$ cat src/rtl/sar_adc_pkg.sv
package sar_adc_pkg;
  localparam int unsigned DATA_W  = 8;
  localparam int unsigned CLK_DIV = 12;
  // control register field positions
  localparam int unsigned IE_BIT  = 7;
  localparam int unsigned EOC_BIT = 6;
  localparam int unsigned STA_BIT = 5;
  localparam int unsigned PWR_BIT = 4;
  localparam logic [7:0]  CTRL_RST = 8'h40;
  localparam logic        ADDR_CTRL = 1'b0;
  localparam logic        ADDR_RES  = 1'b1;
endpackage

$ cat src/rtl/sar_adc_clkdiv.sv
module sar_adc_clkdiv #(
  parameter int unsigned CLK_DIV = sar_adc_pkg::CLK_DIV
) (
  input  logic clk_i,
  input  logic rst_ni,
  input  logic clr_i,
  output logic tick_o
);
  localparam int unsigned CNT_W = (CLK_DIV > 2) ? $clog2(CLK_DIV) : 1;
  localparam logic [CNT_W-1:0] CNT_LAST = CNT_W'(CLK_DIV - 1);

  logic [CNT_W-1:0] cnt_q;

  assign tick_o = (cnt_q == CNT_LAST);

  always_ff @(posedge clk_i or negedge rst_ni) begin
    if (!rst_ni)      cnt_q <= '0;
    else if (clr_i)   cnt_q <= '0;
    else if (tick_o)  cnt_q <= '0;
    else              cnt_q <= cnt_q + 1'b1;
  end

  // steps are spaced by the divider
  a_r3_tick_spaced: assert property (@(posedge clk_i) disable iff (!rst_ni)
    tick_o |=> !tick_o);
  a_r3_clr_no_tick: assert property (@(posedge clk_i) disable iff (!rst_ni)
    clr_i |=> !tick_o);
endmodule

$ cat src/rtl/sar_adc_engine.sv
module sar_adc_engine #(
  parameter int unsigned DATA_W = sar_adc_pkg::DATA_W
) (
  input  logic              clk_i,
  input  logic              rst_ni,
  input  logic              start_i,
  input  logic              abort_i,
  input  logic              tick_i,
  input  logic              cmp_i,
  output logic [DATA_W-1:0] trial_o,
  output logic [DATA_W-1:0] result_o,
  output logic              busy_o,
  output logic              done_o
);
  localparam logic [DATA_W-1:0] MSB_ONLY = {1'b1, {(DATA_W-1){1'b0}}};

  logic [DATA_W-1:0] code_q, mask_q, result_q;

  assign busy_o   = |mask_q;
  assign trial_o  = code_q | mask_q;
  assign result_o = result_q;
  assign done_o   = busy_o & tick_i & mask_q[0] & ~start_i & ~abort_i;

  always_ff @(posedge clk_i or negedge rst_ni) begin
    if (!rst_ni) begin
      code_q <= '0;
      mask_q <= '0;
    end else if (start_i) begin
      code_q <= '0;
      mask_q <= MSB_ONLY;
    end else if (abort_i) begin
      mask_q <= '0;
    end else if (busy_o && tick_i) begin
      if (cmp_i) code_q <= code_q | mask_q;
      mask_q <= mask_q >> 1;
    end
  end

  always_ff @(posedge clk_i or negedge rst_ni) begin
    if (!rst_ni)     result_q <= '0;
    else if (done_o) result_q <= code_q | (cmp_i ? mask_q : '0);
  end

  a_r4_one_pending: assert property (@(posedge clk_i) disable iff (!rst_ni)
    $onehot0(mask_q));
  a_r5_start_msb: assert property (@(posedge clk_i) disable iff (!rst_ni)
    start_i |=> (trial_o == MSB_ONLY));
  a_r4_result_is_trial: assert property (@(posedge clk_i) disable iff (!rst_ni)
    done_o |=> (result_o == trial_o) && !busy_o);
  a_r6_idle_holds: assert property (@(posedge clk_i) disable iff (!rst_ni)
    (!busy_o && !start_i) |=> $stable(trial_o) && !busy_o);
endmodule

$ cat src/rtl/sar_adc_regs.sv
module sar_adc_regs #(
  parameter int unsigned DATA_W = sar_adc_pkg::DATA_W
) (
  input  logic              clk_i,
  input  logic              rst_ni,
  input  logic              wr_en_i,
  input  logic              addr_i,
  input  logic [7:0]        wdata_i,
  input  logic              done_i,
  input  logic              busy_i,
  input  logic [DATA_W-1:0] result_i,
  output logic              start_o,
  output logic              abort_o,
  output logic [7:0]        rdata_o,
  output logic              irq_o
);
  import sar_adc_pkg::*;

  logic ctrl_wr;
  logic ie_q, eoc_q, pwr_q;
  logic unused_wdata;

  assign unused_wdata = ^{wdata_i[3:0]};
  assign ctrl_wr = wr_en_i && (addr_i == ADDR_CTRL);
  // start only counts when the same write keeps power on
  assign start_o = ctrl_wr & wdata_i[STA_BIT] & wdata_i[PWR_BIT];
  assign abort_o = ctrl_wr & ~wdata_i[PWR_BIT];

  always_ff @(posedge clk_i or negedge rst_ni) begin
    if (!rst_ni) begin
      ie_q  <= CTRL_RST[IE_BIT];
      eoc_q <= CTRL_RST[EOC_BIT];
      pwr_q <= CTRL_RST[PWR_BIT];
    end else begin
      if (ctrl_wr) begin
        ie_q  <= wdata_i[IE_BIT];
        pwr_q <= wdata_i[PWR_BIT];
      end
      if (start_o)     eoc_q <= 1'b0;
      else if (done_i) eoc_q <= 1'b1;
    end
  end

  assign irq_o = ie_q & eoc_q;

  always_comb begin
    rdata_o = '0;
    if (addr_i == ADDR_CTRL) begin
      rdata_o[IE_BIT]  = ie_q;
      rdata_o[EOC_BIT] = eoc_q;
      rdata_o[PWR_BIT] = pwr_q;
    end else begin
      rdata_o = 8'(result_i);
    end
  end

  a_r2_start_clears_eoc: assert property (@(posedge clk_i) disable iff (!rst_ni)
    start_o |=> !eoc_q);
  a_r3_done_sets_eoc: assert property (@(posedge clk_i) disable iff (!rst_ni)
    done_i |=> eoc_q);
  a_r8_off_idle: assert property (@(posedge clk_i) disable iff (!rst_ni)
    !pwr_q |-> !busy_i);
  a_r7_irq_cause: assert property (@(posedge clk_i) disable iff (!rst_ni)
    $rose(irq_o) |-> ($past(done_i) || $past(ctrl_wr)));
  a_r9_result_ro: assert property (@(posedge clk_i) disable iff (!rst_ni)
    (wr_en_i && addr_i == ADDR_RES && !done_i) |=> $stable(result_i));
endmodule

$ cat src/rtl/sar_adc_ctrl.sv
module sar_adc_ctrl #(
  parameter int unsigned DATA_W  = sar_adc_pkg::DATA_W,
  parameter int unsigned CLK_DIV = sar_adc_pkg::CLK_DIV
) (
  input  logic              clk_i,
  input  logic              rst_ni,
  input  logic              wr_en_i,
  input  logic              addr_i,
  input  logic [7:0]        wdata_i,
  output logic [7:0]        rdata_o,
  output logic [DATA_W-1:0] trial_o,
  input  logic              cmp_i,
  output logic              irq_o
);
  logic start_w, abort_w, tick_w, busy_w, done_w;
  logic [DATA_W-1:0] result_w;

  sar_adc_clkdiv #(.CLK_DIV(CLK_DIV)) u_div (
    .clk_i (clk_i),
    .rst_ni(rst_ni),
    .clr_i (start_w),
    .tick_o(tick_w)
  );

  sar_adc_engine #(.DATA_W(DATA_W)) u_eng (
    .clk_i   (clk_i),
    .rst_ni  (rst_ni),
    .start_i (start_w),
    .abort_i (abort_w),
    .tick_i  (tick_w),
    .cmp_i   (cmp_i),
    .trial_o (trial_o),
    .result_o(result_w),
    .busy_o  (busy_w),
    .done_o  (done_w)
  );

  sar_adc_regs #(.DATA_W(DATA_W)) u_regs (
    .clk_i   (clk_i),
    .rst_ni  (rst_ni),
    .wr_en_i (wr_en_i),
    .addr_i  (addr_i),
    .wdata_i (wdata_i),
    .done_i  (done_w),
    .busy_i  (busy_w),
    .result_i(result_w),
    .start_o (start_w),
    .abort_o (abort_w),
    .rdata_o (rdata_o),
    .irq_o   (irq_o)
  );
endmodule

$ cat config.mk
export PLATFORM = sky130hd
export DESIGN_NAME = sar_adc_ctrl
export DESIGN_NICKNAME = d
export VERILOG_FILES = /design/src/rtl/sar_adc_pkg.sv /design/src/rtl/sar_adc_clkdiv.sv /design/src/rtl/sar_adc_engine.sv /design/src/rtl/sar_adc_regs.sv /design/src/rtl/sar_adc_ctrl.sv
export SDC_FILE = /design/constraint.sdc
export NUM_CORES = 1
export LEC_CHECK = 0
export BUFFER_PORTS_ARGS = -buffer_cell sky130_fd_sc_hd__clkbuf_2
export CORE_UTILIZATION = 45
export DETAILED_ROUTE_END_ITERATION = 8
export PLACE_DENSITY = 0.81
export SETUP_SLACK_MARGIN = 0.05
export SKIP_CTS_REPAIR_TIMING = 1
export SLEW_MARGIN = 15
export SYNTH_ARGS = -nofsm -noshare
export SYNTH_HDL_FRONTEND = slang
export SYNTH_SLANG_ARGS = --single-unit
$ cat constraint.sdc
create_clock -name clk_i -period 1.55 [get_ports clk_i]
set_input_delay 0.31 -clock clk_i [delete_from_list [all_inputs] [get_ports clk_i]]
set_output_delay 0.31 -clock clk_i [all_outputs]
set_load 0.02 [all_outputs]
======== Yosys cells after proc, flatten, opt, wreduce, memory -nomap -nowiden ========
Index checks and enable logic that the tools add are counted.
storage, ports and cells
  bits in registers ....................... 31
  output and inout port bits .............. 17
  word-level logic and storage cells ...... 48
operators by class
  add/sub/neg operators ................... 1
  equality and inequality tests ........... 2
  mux-type cells .......................... 16
  bitwise gates (word level) .............. 14
  reduce and logical (&&, ||, !) cells .... 8
operators with widths
  operator                                       count
  2-to-1 mux 8 bit                               8
  OR 8 bit                                       2
  2-to-1 mux 4 bit                               3
  AND 1 bit                                      8
  OR reduction 8 bit                             1
  nonzero test 2 bit                             3
  adder 4 x 1 -> 4 bit, second input constant    1
  == test 4 bit, second input constant           1
  2-to-1 mux 1 bit                               4
  NOT 1 bit                                      4
  AND reduction 3 bit                            1
  nonzero test 3 bit                             1
  logical AND 1 bit                              2
  2-to-1 mux 2 bit                               1
  != test 2 x 1 -> 1 bit, second input constant  1

======== Depth between registers and ports, before layout ========
Gate-level depths: netlist (run 1).
  depth after elaboration ................. 9
  mapped depth ............................ 6

======== Modules after synthesis ========
Synthesis (run 1) repeated with hierarchy kept, for this count alone.
unflattened totals
  cell total of the unflattened synthesis .. 128
  area total of the unflattened synthesis .. 1496.4 um^2
modules (own cells, without submodules)
  module          instances  cells an instance  area each (um^2)  sequential area each (um^2)
  sar_adc_engine  1          92                 1087.3            600.6
  sar_adc_regs    1          20                 225.2             76.3
  sar_adc_clkdiv  1          16                 183.9             100.1

======== Least setup slack after synthesis (run 1) ========
No wires, ideal clock.
  path type ............................... register to register
  start point ............................. register u_div.cnt_q[0]
  end point ............................... register u_eng.result_q[1], in the netlist u_eng.result_o[1]
  setup time .............................. 125 ps
  arrival ................................. 1330 ps
  data required time ...................... 1425 ps
  setup slack ............................. 94 ps
  cell stages (with the launch flop) ...... 7
  buffers on the path ..................... 2
  clock period less this slack ............ 1456 ps
  cell sequence ........................... dfrtp_1 > ha_1 > and3b_1 > buf_2 > o211a_1 > buf_4 > mux2i_1
between the ends
  word-level cells in the longest chain between the ends .. 5
RTL lines
  element                   line                  source
  start: declaration        sar_adc_clkdiv.sv:12  logic [CNT_W-1:0] cnt_q;
  start signal: assignment  sar_adc_clkdiv.sv:20  else cnt_q <= cnt_q + 1'b1;
  == test 4 bit             sar_adc_clkdiv.sv:14  assign tick_o = (cnt_q == CNT_LAST);
  AND 1 bit (4 in a row)    sar_adc_engine.sv:22  assign done_o = busy_o & tick_i & mask_q[0] & ~start_i & ~abort_i;
  end signal: assignment    sar_adc_engine.sv:41  else if (done_o) result_q <= code_q | (cmp_i ? mask_q : '0);
  end: declaration          sar_adc_engine.sv:17  logic [DATA_W-1:0] code_q, mask_q, result_q;
No other way between the ends.
A chain may end at the register's enable or synchronous reset.

======== Worst setup path in the final report (run 1) ========
  start point ............................. register u_eng.mask_q[1]
  end point ............................... output port trial_o[1]
between the ends
  word-level cells in the longest chain between the ends .. 1
RTL lines
  element                   line                  source
  start: declaration        sar_adc_engine.sv:17
  start signal: assignment  sar_adc_engine.sv:35  mask_q <= mask_q >> 1;
  OR 8 bit                  sar_adc_engine.sv:20  assign trial_o = code_q | mask_q;
  end: declaration          sar_adc_ctrl.sv:11    output logic [DATA_W-1:0] trial_o,
No other way between the ends.

==> impl_metrics.ini, run 1 <==
[outcome]
status = completed

[power]
leakage_nw = 1.03
p_total_mw = 2.34
pwr_density_cell_nw_per_um2 = 1120
vdd_ir_drop_max_v = 0.000588

[clock_network]
clk_pin_slew_ns = 0.10
cts_sinks = 31
htreeDepth = 2
cts-root-buf = clkbuf_4
cts_buffers = 5
clock_path_buffers = 2
tritoncts = built
clk_latency_ns = 0.35

[worst_setup_path]
crit_arrival_ns = 1.22
r2r_start = u_div.cnt_q[0]
crit_type = reg2out
required_ns = 1.24
cp-start-kind = register
endpoint_kind = primary output
cp_max_fo = 5
crit_start = u_eng.mask_q[1]

[place]
numPortBuffers = 24
dpl_worst_slack_ns = -0.0780
dp_cells = 235
gp_congestion = 0.815
dpl_cell_area_sq_um = 1770
hpwl_um = 2410

[floorplanning]
die_w_um = 59.8
die_area_sq_um = 3580
initial_utilization_pct = 48.5
rows = 20
core-area_sq_um = 3100
die_y_um = 59.8
io_pins = 30

[sta]
max_slew.worst_pin.slew_ns = 0.414
finalHoldViolations = 0
fin_setup_tns_ns = 0
rsz0062_at_grt = yes
fmax_mhz = 652
final.min_clock_period_ns = 1.53
relSlewSlack_pct = 72.4
hold_slack_ns = 0.164
finalCritPeriodShare_pct = 99.0
fin_skew_ns = 0.0116
final_max_slew_viol_count = 0
setup_viol = 0
finalWorstSetupSlack_ns = 0.0161

[grt]
grt_pass1_vias = 1209
grt_pass1_wl_um = 5310
grt_use_total_pct = 20.8
grt.overflow.total = 0
grt_max_degree = 18
antenna_found_initial = 0

[synthesis]
synth.yosys.seq_area_share_pct = 51.7
syn-cell-area_sq_um = 1500
synth.distinct_cells = 31
postSynthCellCount = 158
synth_warnings = 0
synth-compound-area-share_pct = 14.8
synth_top_family_by_area = simple AND/OR/NAND/NOR gates
synthAdderAreaFrac_pct = 0.832
synth.avg_cell_area_sq_um = 9.52
synth_simple_gate_area_share_pct = 16.4
synthXorXnorAreaFrac_pct = 0.582
ys_ff_latch = 31
netlist.area_leader.share_pct = 49.9
netlist_top_cells_area = dfrtp_1, mux2i_1, inv_1, nand2_1, a21oi_1
synth.net_count = 172
synthMuxAreaShare_pct = 8.24
synth_area_leader_cell = dfrtp_1

[final_layout]
syn_to_final_growth_pct = 39.5
post-route-util_pct = 67.6
nets = 221
drive_gt1_share_pct = 36.5
diodes = 0
finalInstanceArea_sq_um = 2100
fin_cells = 252

[detailed_routing]
routed_wirelength_um = 4010
drcViolationCount = 0
ant_nets = 0
drtIter0Drc = 63
wl_per_cell_um = 15.9
num_vias = 1374
drtPass1Iterations = 4
vias_per_cell = 5.45

[min_path]
hold_start = wdata_i[7]
hold_class = in2reg

[flow_run]
maxCapViolCount = 0
==> routing by layer <==
metal  share of wire [%]  GRT usage [%]  wire length, um  vias up
li1                    -              -                -      638
met1                  40           23.2             1620      671
met2                  51           36.3             2030       53
met3                 5.4           5.84              218       12
met4                 3.4           9.97              135        0
met5                   0              0                0        -
==> final timing paths <==
path	slack [ns]	depth (start not counted)	end
min in group asynchronous	0.42	2	u_eng.code_q[6]
max reg2reg	0.04	4	u_eng.code_q[3]
max in group asynchronous	0.61	3	u_regs.eoc_q
min	0.16	3	u_regs.ie_q
min reg2reg	0.48	1	u_div.cnt_q[0]
max	0.02	3	trial_o[1]
==> critical path, stage by stage, from the launching register on <==
cell and delay, ns:
dfrtp_1 0.40, buf_6 0.13, or2_4 0.22, buf_6 0.13
==> area by class of cell <==
type	instances	area, sq um
Clock buffer	6	51.3
Clock inverter	2	35.0
Fill cell	219	1000
Inverter	22	82.6
Multi-Input combinational cell	100	698
Sequential cell	31	777
Tap cell	44	55.1
Timing Repair Buffer	47	399
==> sequential cells by signal (all words and copies together) (netlist names) <==
register and flops:
u_regs.ie_q 1, u_eng.result_o 8, u_div.cnt_q 4, u_eng.mask_q 8
u_regs.eoc_q 1, u_regs.pwr_q 1, u_eng.code_q 8
==> where the power goes <==
| group | total, mW | switching [mW] | leakage (nW) | internal (mW) |
|---|---|---|---|---|
| registers | 1.01 | 0.0845 | 0.379 | 0.930 |
| clock network | 0.671 | 0.290 | 0.0482 | 0.381 |
| logic | 0.655 | 0.347 | 0.602 | 0.308 |
| total | 2.34 | 0.722 | 1.03 | 1.62 |
==> kinds of logic after synthesis <==
logic type      after synthesis
simple gates                 50
compound gates               35
flops                        31
buf+inv                      28
mux                          12
xor+xnor                      1
fa+ha+maj                     1
==> placed cells by master, fill, tap and decap left out, types with 4 or more instances in the layout <==
cell,synthesis,layout
o21ai_0,8,8
clkbuf_2,0,13
nor2_1,11,5
mux2i_1,9,9
inv_1,22,18
inv_2,0,4
a221oi_1,6,6
a21oi_1,14,14
and2_1,7,7
nor2_4,0,6
buf_6,0,17
buf_4,1,15
dfrtp_1,30,30
clkbuf_4,0,5
nand2_1,20,20
==> Yosys cell counts <==
| cell type | count |
|---|---|
| nand3_1 | 1 |
| a21oi_1 | 14 |
| nand4b_1 | 1 |
| o21ai_0 | 8 |
| buf_2 | 3 |
| o31ai_1 | 1 |
| nand2_1 | 20 |
| a21o_1 | 1 |
| and3b_1 | 1 |
| or4_1 | 2 |
| a32o_1 | 2 |
| and4b_1 | 1 |
| xor2_1 | 1 |
| clkbuf_1 | 2 |
| inv_1 | 22 |
| o211a_1 | 1 |
| buf_4 | 1 |
| or2_2 | 2 |
| a31oi_1 | 1 |
| dfrtp_1 | 30 |
| nor2_1 | 11 |
| nand3b_1 | 1 |
| ha_1 | 1 |
| and2_1 | 7 |
| dfstp_2 | 1 |
| o21ai_2 | 1 |
| a221oi_1 | 6 |
| mux2i_1 | 9 |
| nand2b_1 | 1 |
| nor2b_1 | 2 |
| mux2_2 | 3 |
Power figures use the tool's default switching activity.
==> inputs of run 2 (changes only) <==
--- a/config.mk
+++ b/config.mk
@@ -6,9 +6,9 @@
 export NUM_CORES = 1
 export LEC_CHECK = 0
 export BUFFER_PORTS_ARGS = -buffer_cell sky130_fd_sc_hd__clkbuf_2
-export CORE_UTILIZATION = 45
+export CORE_UTILIZATION = 48
 export DETAILED_ROUTE_END_ITERATION = 8
-export PLACE_DENSITY = 0.81
+export PLACE_DENSITY = 0.85
 export SETUP_SLACK_MARGIN = 0.05
 export SKIP_CTS_REPAIR_TIMING = 1
 export SLEW_MARGIN = 15
==> run 2 against run 1 <==
Net effect:
- the flow now finishes with violations (design-rule violations)
- core utilization increased by 4.0 points
- global-route usage increased by 2.5 points
- critical path depth unchanged
- sequential share of layout area increased by 1.0 points
- count of clock-buffer cells in the layout increased by 2
- power decreased by 6.4%
- clock skew about the same
- largest power group unchanged
==> impl_metrics.ini, run 2 (synthesized netlist as in run 1, its figures left out) <==
[place]
dpl_worst_slack_ns = -0.0411
hpwl_um = 2510
numPortBuffers = 24
dp_cells = 221
dpl_cell_area_sq_um = 1750
gp_congestion = 0.848

[floorplanning]
die_y_um = 58.0
rows = 19
io_pins = 30
core-area_sq_um = 2850
die_w_um = 58.0
initial_utilization_pct = 52.7
die_area_sq_um = 3360

[power]
p_int_mw = 1.49
p_total_mw = 2.19
p_sw_mw = 0.703
vdd_ir_drop_max_v = 0.000786
combPwrFrac_pct = 28.6
leakage_nw = 1.01
pwr_density_cell_nw_per_um2 = 1070
p_sw_share_pct = 32.1
pwr-share-clk_pct = 24.8
seqPwrFrac_pct = 46.6

[final_layout]
nets = 218
post-route-util_pct = 71.6
final_cell_mix = dfrtp_1, inv_1, nand2_1, buf_6
diodes = 0
final_common_cell = dfrtp_1
fin_cells = 236
finalInstanceArea_sq_um = 2040
drive_gt1_share_pct = 34.1
syn_to_final_growth_pct = 35.9
fillers = 185

[sta]
finalCritPeriodShare_pct = 99.6
max_slew.worst_pin.slew_ns = 0.450
finalHoldViolations = 0
hold_slack_ns = 0.166
finalWorstSetupSlack_ns = 0.00652
setup_viol = 0
final.min_clock_period_ns = 1.54
fin_setup_tns_ns = 0
relSlewSlack_pct = 70.0
rsz0062_at_grt = yes
fmax_mhz = 648
final_max_slew_viol_count = 0
fin_skew_ns = 0.0117

[grt]
grt_max_degree = 17
grt_pass1_wl_um = 5820
grt_use_total_pct = 23.3
antenna_found_initial = 0
grt.overflow.total = 0
grt_pass1_vias = 1305

[outcome]
violations = design-rule violations
status = finished with violations

[worst_setup_path]
worstPathCellList = buf_6 > or2_4 > buf_6
slowest_stage = dfrtp_1
r2r_slack_ns = 0.007
rr_worst_depth = 3
crit_type = reg2out
crit_arrival_ns = 1.23
required_ns = 1.24
r2r_start = u_eng.mask_q[1]
endpoint_kind = primary output
crit_start = u_eng.mask_q[1]
cpMostUsedCell = buf_6
reg2reg_to = u_eng.code_q[6]
cpPeakStageDelay_ns = 0.42
cp-start-kind = register
cp_max_fo = 4

[detailed_routing]
routed_wirelength_um = 3920
drtIter0Drc = 60
drcViolationCount = 2
drtPass1Iterations = 7
vias_per_cell = 5.79
wl_per_cell_um = 16.6
ant_nets = 0
num_vias = 1366

[min_path]
min_to = u_regs.ie_q
hold_class = in2reg
hold_start = wdata_i[7]
whs_path_depth = 3

[clock_network]
cts_sinks = 31
cts_buffers = 5
cts-root-buf = clkbuf_4
clock_path_buffers = 2
tritoncts = built
clk_latency_ns = 0.34
htreeDepth = 2
clk_pin_slew_ns = 0.10

[flow_run]
maxCapViolCount = 0
run 2: cell count changes in the layout (fill, tap and decap cells not counted), sizes merged:
| cell | previous run | this run |
|---|---|---|
| buf | 33 | 30 |
| clkbuf | 19 | 22 |
| bufinv | 1 | 0 |
| clkinv | 1 | 0 |
| o211a | 2 | 1 |
run 2: how the worst max path moves through the flow:
| stage | slack [ns] | endpoint |
|---|---|---|
| 2_1_floorplan | 0.09 | u_eng.result_o[1] |
| 3_3_place_gp | 0.05 | u_eng.result_o[6] |
| 3_5_place_dp | -0.04 | u_eng.result_o[5] |
| 4_1_cts | -0.06 | u_eng.result_o[5] |
| 5_1_grt | -0.03 | u_eng.code_q[6] |
| 6_report | 0.007 | trial_o[1] |
run 2: worst max-delay path: cells and delay by family, from the launching register on:
kind                   cells  cell delay, ns
flip-flops                 1            0.42
AND/OR/NAND/NOR            1            0.22
buffers and inverters      2            0.27
run 2: layout make-up:
cell class	count	area, sq um	share of cell area [%]
well taps	31	38.8	1.90
flip-flops and latches	31	777	38.0
multi-input cells	99	694	34.0
inverters	22	82.6	4.04
clock buffers	8	68.8	3.37
repair buffers	45	382	18.7
run 2: power by group through the flow:
stage / Clock [mW] / Combinational (mW) / Sequential (mW)
3_5_place_dp: 0 / 0.527 / 1.03
2_1_floorplan: 0 / 0.350 / 1.01
4_1_cts: 0.539 / 0.537 / 1.02
6_report: 0.544 / 0.626 / 1.02
5_1_grt: 0.576 / 0.686 / 1.03
3_3_place_gp: 0 / 0.503 / 1.02
run 2: metal layers:
layer  up-vias  global-route usage, %  share of wire (%)
met1       659                   27.9                 39
met5         -                      0                  0
met2        73                   39.2                 51
met3        10                   5.13                7.5
li1        624                      -                  -
met4         0                   12.6                1.8
==> inputs of run 3 (changes only) <==
--- a/config.mk
+++ b/config.mk
@@ -5,10 +5,11 @@
 export SDC_FILE = /design/constraint.sdc
 export NUM_CORES = 1
 export LEC_CHECK = 0
+export ABC_AREA = 1
 export BUFFER_PORTS_ARGS = -buffer_cell sky130_fd_sc_hd__clkbuf_2
-export CORE_UTILIZATION = 48
+export CORE_UTILIZATION = 49
 export DETAILED_ROUTE_END_ITERATION = 8
-export PLACE_DENSITY = 0.85
+export PLACE_DENSITY = 0.86
 export SETUP_SLACK_MARGIN = 0.05
 export SKIP_CTS_REPAIR_TIMING = 1
 export SLEW_MARGIN = 15
==> run 3 against run 2 <==
Net effect:
- sequential share of layout area increased by 0.11 points
- highest routed layer unchanged
- combinational power increased by 49%
- the run now ends clean
- via count increased by 4.7%
- core utilization decreased by 5.1 points
- hold slack improved by 0.042 ns
==> impl_metrics.ini, run 3 <==
[clock_network]
clk_pin_slew_ns = 0.09
tritoncts = built
htreeDepth = 2
clock_path_buffers = 2
cts_sinks = 31
cts-root-buf = clkbuf_4
cts_buffers = 5
clk_latency_ns = 0.34

[floorplanning]
die_y_um = 59.1
rows = 20
initial_utilization_pct = 52.0
die_w_um = 59.1
core-area_sq_um = 3080
io_pins = 30
die_area_sq_um = 3500

[detailed_routing]
ant_nets = 0
wl_per_cell_um = 13.1
vias_per_cell = 5.09
drtPass1Iterations = 4
drtIter0Drc = 68
routed_wirelength_um = 3680
drcViolationCount = 0
num_vias = 1430

[worst_setup_path]
cp_max_fo = 2
cp-start-kind = register
endpoint_kind = primary output
required_ns = 1.24
crit_arrival_ns = 1.21
r2r_slack_ns = 0.07
crit_type = reg2out

[final_layout]
post-route-util_pct = 66.5
drive_gt1_share_pct = 40.1
finalInstanceArea_sq_um = 2050
diodes = 0
final_cell_mix = nand2_1, dfrtp_1, clkbuf_2, inv_1, buf_4
syn_to_final_growth_pct = 27.9
final_common_cell = nand2_1
nets = 250

[synthesis]
synth.avg_cell_area_sq_um = 8.29
synthFlopType = dfrtp_1
netlist_top_cells_area = dfrtp_1, nand2_1, nand4_1, nor2_1, inv_1
synth_area_leader_cell = dfrtp_1
synth_most_common_cell = nand2_1
postSynthCellCount = 193
ys_ff_latch = 31
synth.yosys.seq_area_share_pct = 48.6
syn-cell-area_sq_um = 1600
netlist_top_cells_count = nand2_1, dfrtp_1, nor2_1, inv_1, nand4_1
netlist.area_leader.share_pct = 46.9
synth_edf_count = 0
synth.net_count = 207
ys_async_sr_fraction_pct = 100
synth.distinct_cells = 29
synth_warnings = 0

[sta]
final.min_clock_period_ns = 1.52
hold_slack_ns = 0.209
fin_skew_ns = 0.0117
final_max_slew_viol_count = 0
finalWorstSetupSlack_ns = 0.0330
relSlewSlack_pct = 71.7
finalCritPeriodShare_pct = 97.9
fmax_mhz = 659
setup_viol = 0
rsz0062_at_grt = yes
max_slew.worst_pin.slew_ns = 0.425
finalHoldViolations = 0

[power]
pwr_density_cell_nw_per_um2 = 1230
p_total_mw = 2.51
leakage_nw = 1.11
vdd_ir_drop_max_v = 0.000621

[place]
numPortBuffers = 24
hpwl_um = 2440
gp_congestion = 0.813
dpl_cell_area_sq_um = 1840
dpl_worst_slack_ns = 0.0251

[grt]
grt_pass1_wl_um = 5410
grt_pass1_vias = 1236
antenna_found_initial = 0
grt.overflow.total = 0
grt_max_degree = 18
grt_use_total_pct = 21.8

[flow_run]
maxCapViolCount = 0

[outcome]
status = completed

[min_path]
hold_class = in2reg
run 3: cell count changes after synthesis, moves of 5 or more:
cell / change
nand4_1: +15
nand2_1: +35
a221oi_1: -6
o21ai_2: +7
o21ai_0: -6
a21oi_1: -5
mux2i_1: -9
and2_1: -7
nor2_1: +12
run 3: cell type report:
class,count,area (sq um)
Fill cell,261,1030
Sequential cell,31,781
Multi-Input combinational cell,131,756
Timing Repair Buffer,43,313
Inverter,24,92.6
Tap cell,44,55.1
Clock buffer,7,45.0
Clock inverter,1,5.00
run 3: cells by family (layout without fill, tap and decap cells):
family | count (synthesis) | in the layout | share of synthesized area [%]
buf+inv | 31 | 75 | 8.37
mux | 1 | 1 | 0.704
compound gates | 21 | 21 | 9.15
simple gates | 106 | 106 | 31.4
flops | 31 | 31 | 48.6
fa+ha+maj | 1 | 1 | 0.782
xor+xnor | 2 | 2 | 1.09
run 3: path summary, 6_finish.rpt:
kind | start | to | depth (start not counted)
max | u_regs.eoc_q | rdata_o[6] | 3
min | wdata_i[7] | u_regs.ie_q | 2
max reg2reg | u_div.cnt_q[0] | u_eng.code_q[3] | 8
min reg2reg | u_eng.result_o[5] | u_eng.result_o[5] | 2
max in group asynchronous | rst_ni | u_regs.eoc_q | 3
min in group asynchronous | rst_ni | u_eng.code_q[4] | 2
run 3: per-stage QoR:
stage / std cells / TNS [ns]
CTS: 275 / -0.0487
detailed placement: 267 / 0
global route: 281 / -0.0158
floorplan: 193 / 0
finish: 281 / 0
global placement: 267 / 0
run 3: routing by layer:
metal	vias up	track usage [%]	routed length, um
li1	705	-	-
met1	662	26.5	1530
met2	51	35.1	1840
met3	12	6.99	246
met4	0	10.5	68
met5	-	0	0
run 3: where the power goes:
part / switching [mW] / internal (mW) / leakage [nW] / total (mW)
combinational: 0.543 / 0.389 / 0.677 / 0.932
clock: 0.267 / 0.176 / 0.0293 / 0.443
sequential: 0.174 / 0.964 / 0.402 / 1.14
total: 0.984 / 1.53 / 1.11 / 2.51
run 3: worst max-delay path, stage by stage (launching register included):
cell and delay [ns]:
dfstp_2 0.55, inv_2 0.04, o21ai_1 0.13, buf_4 0.16
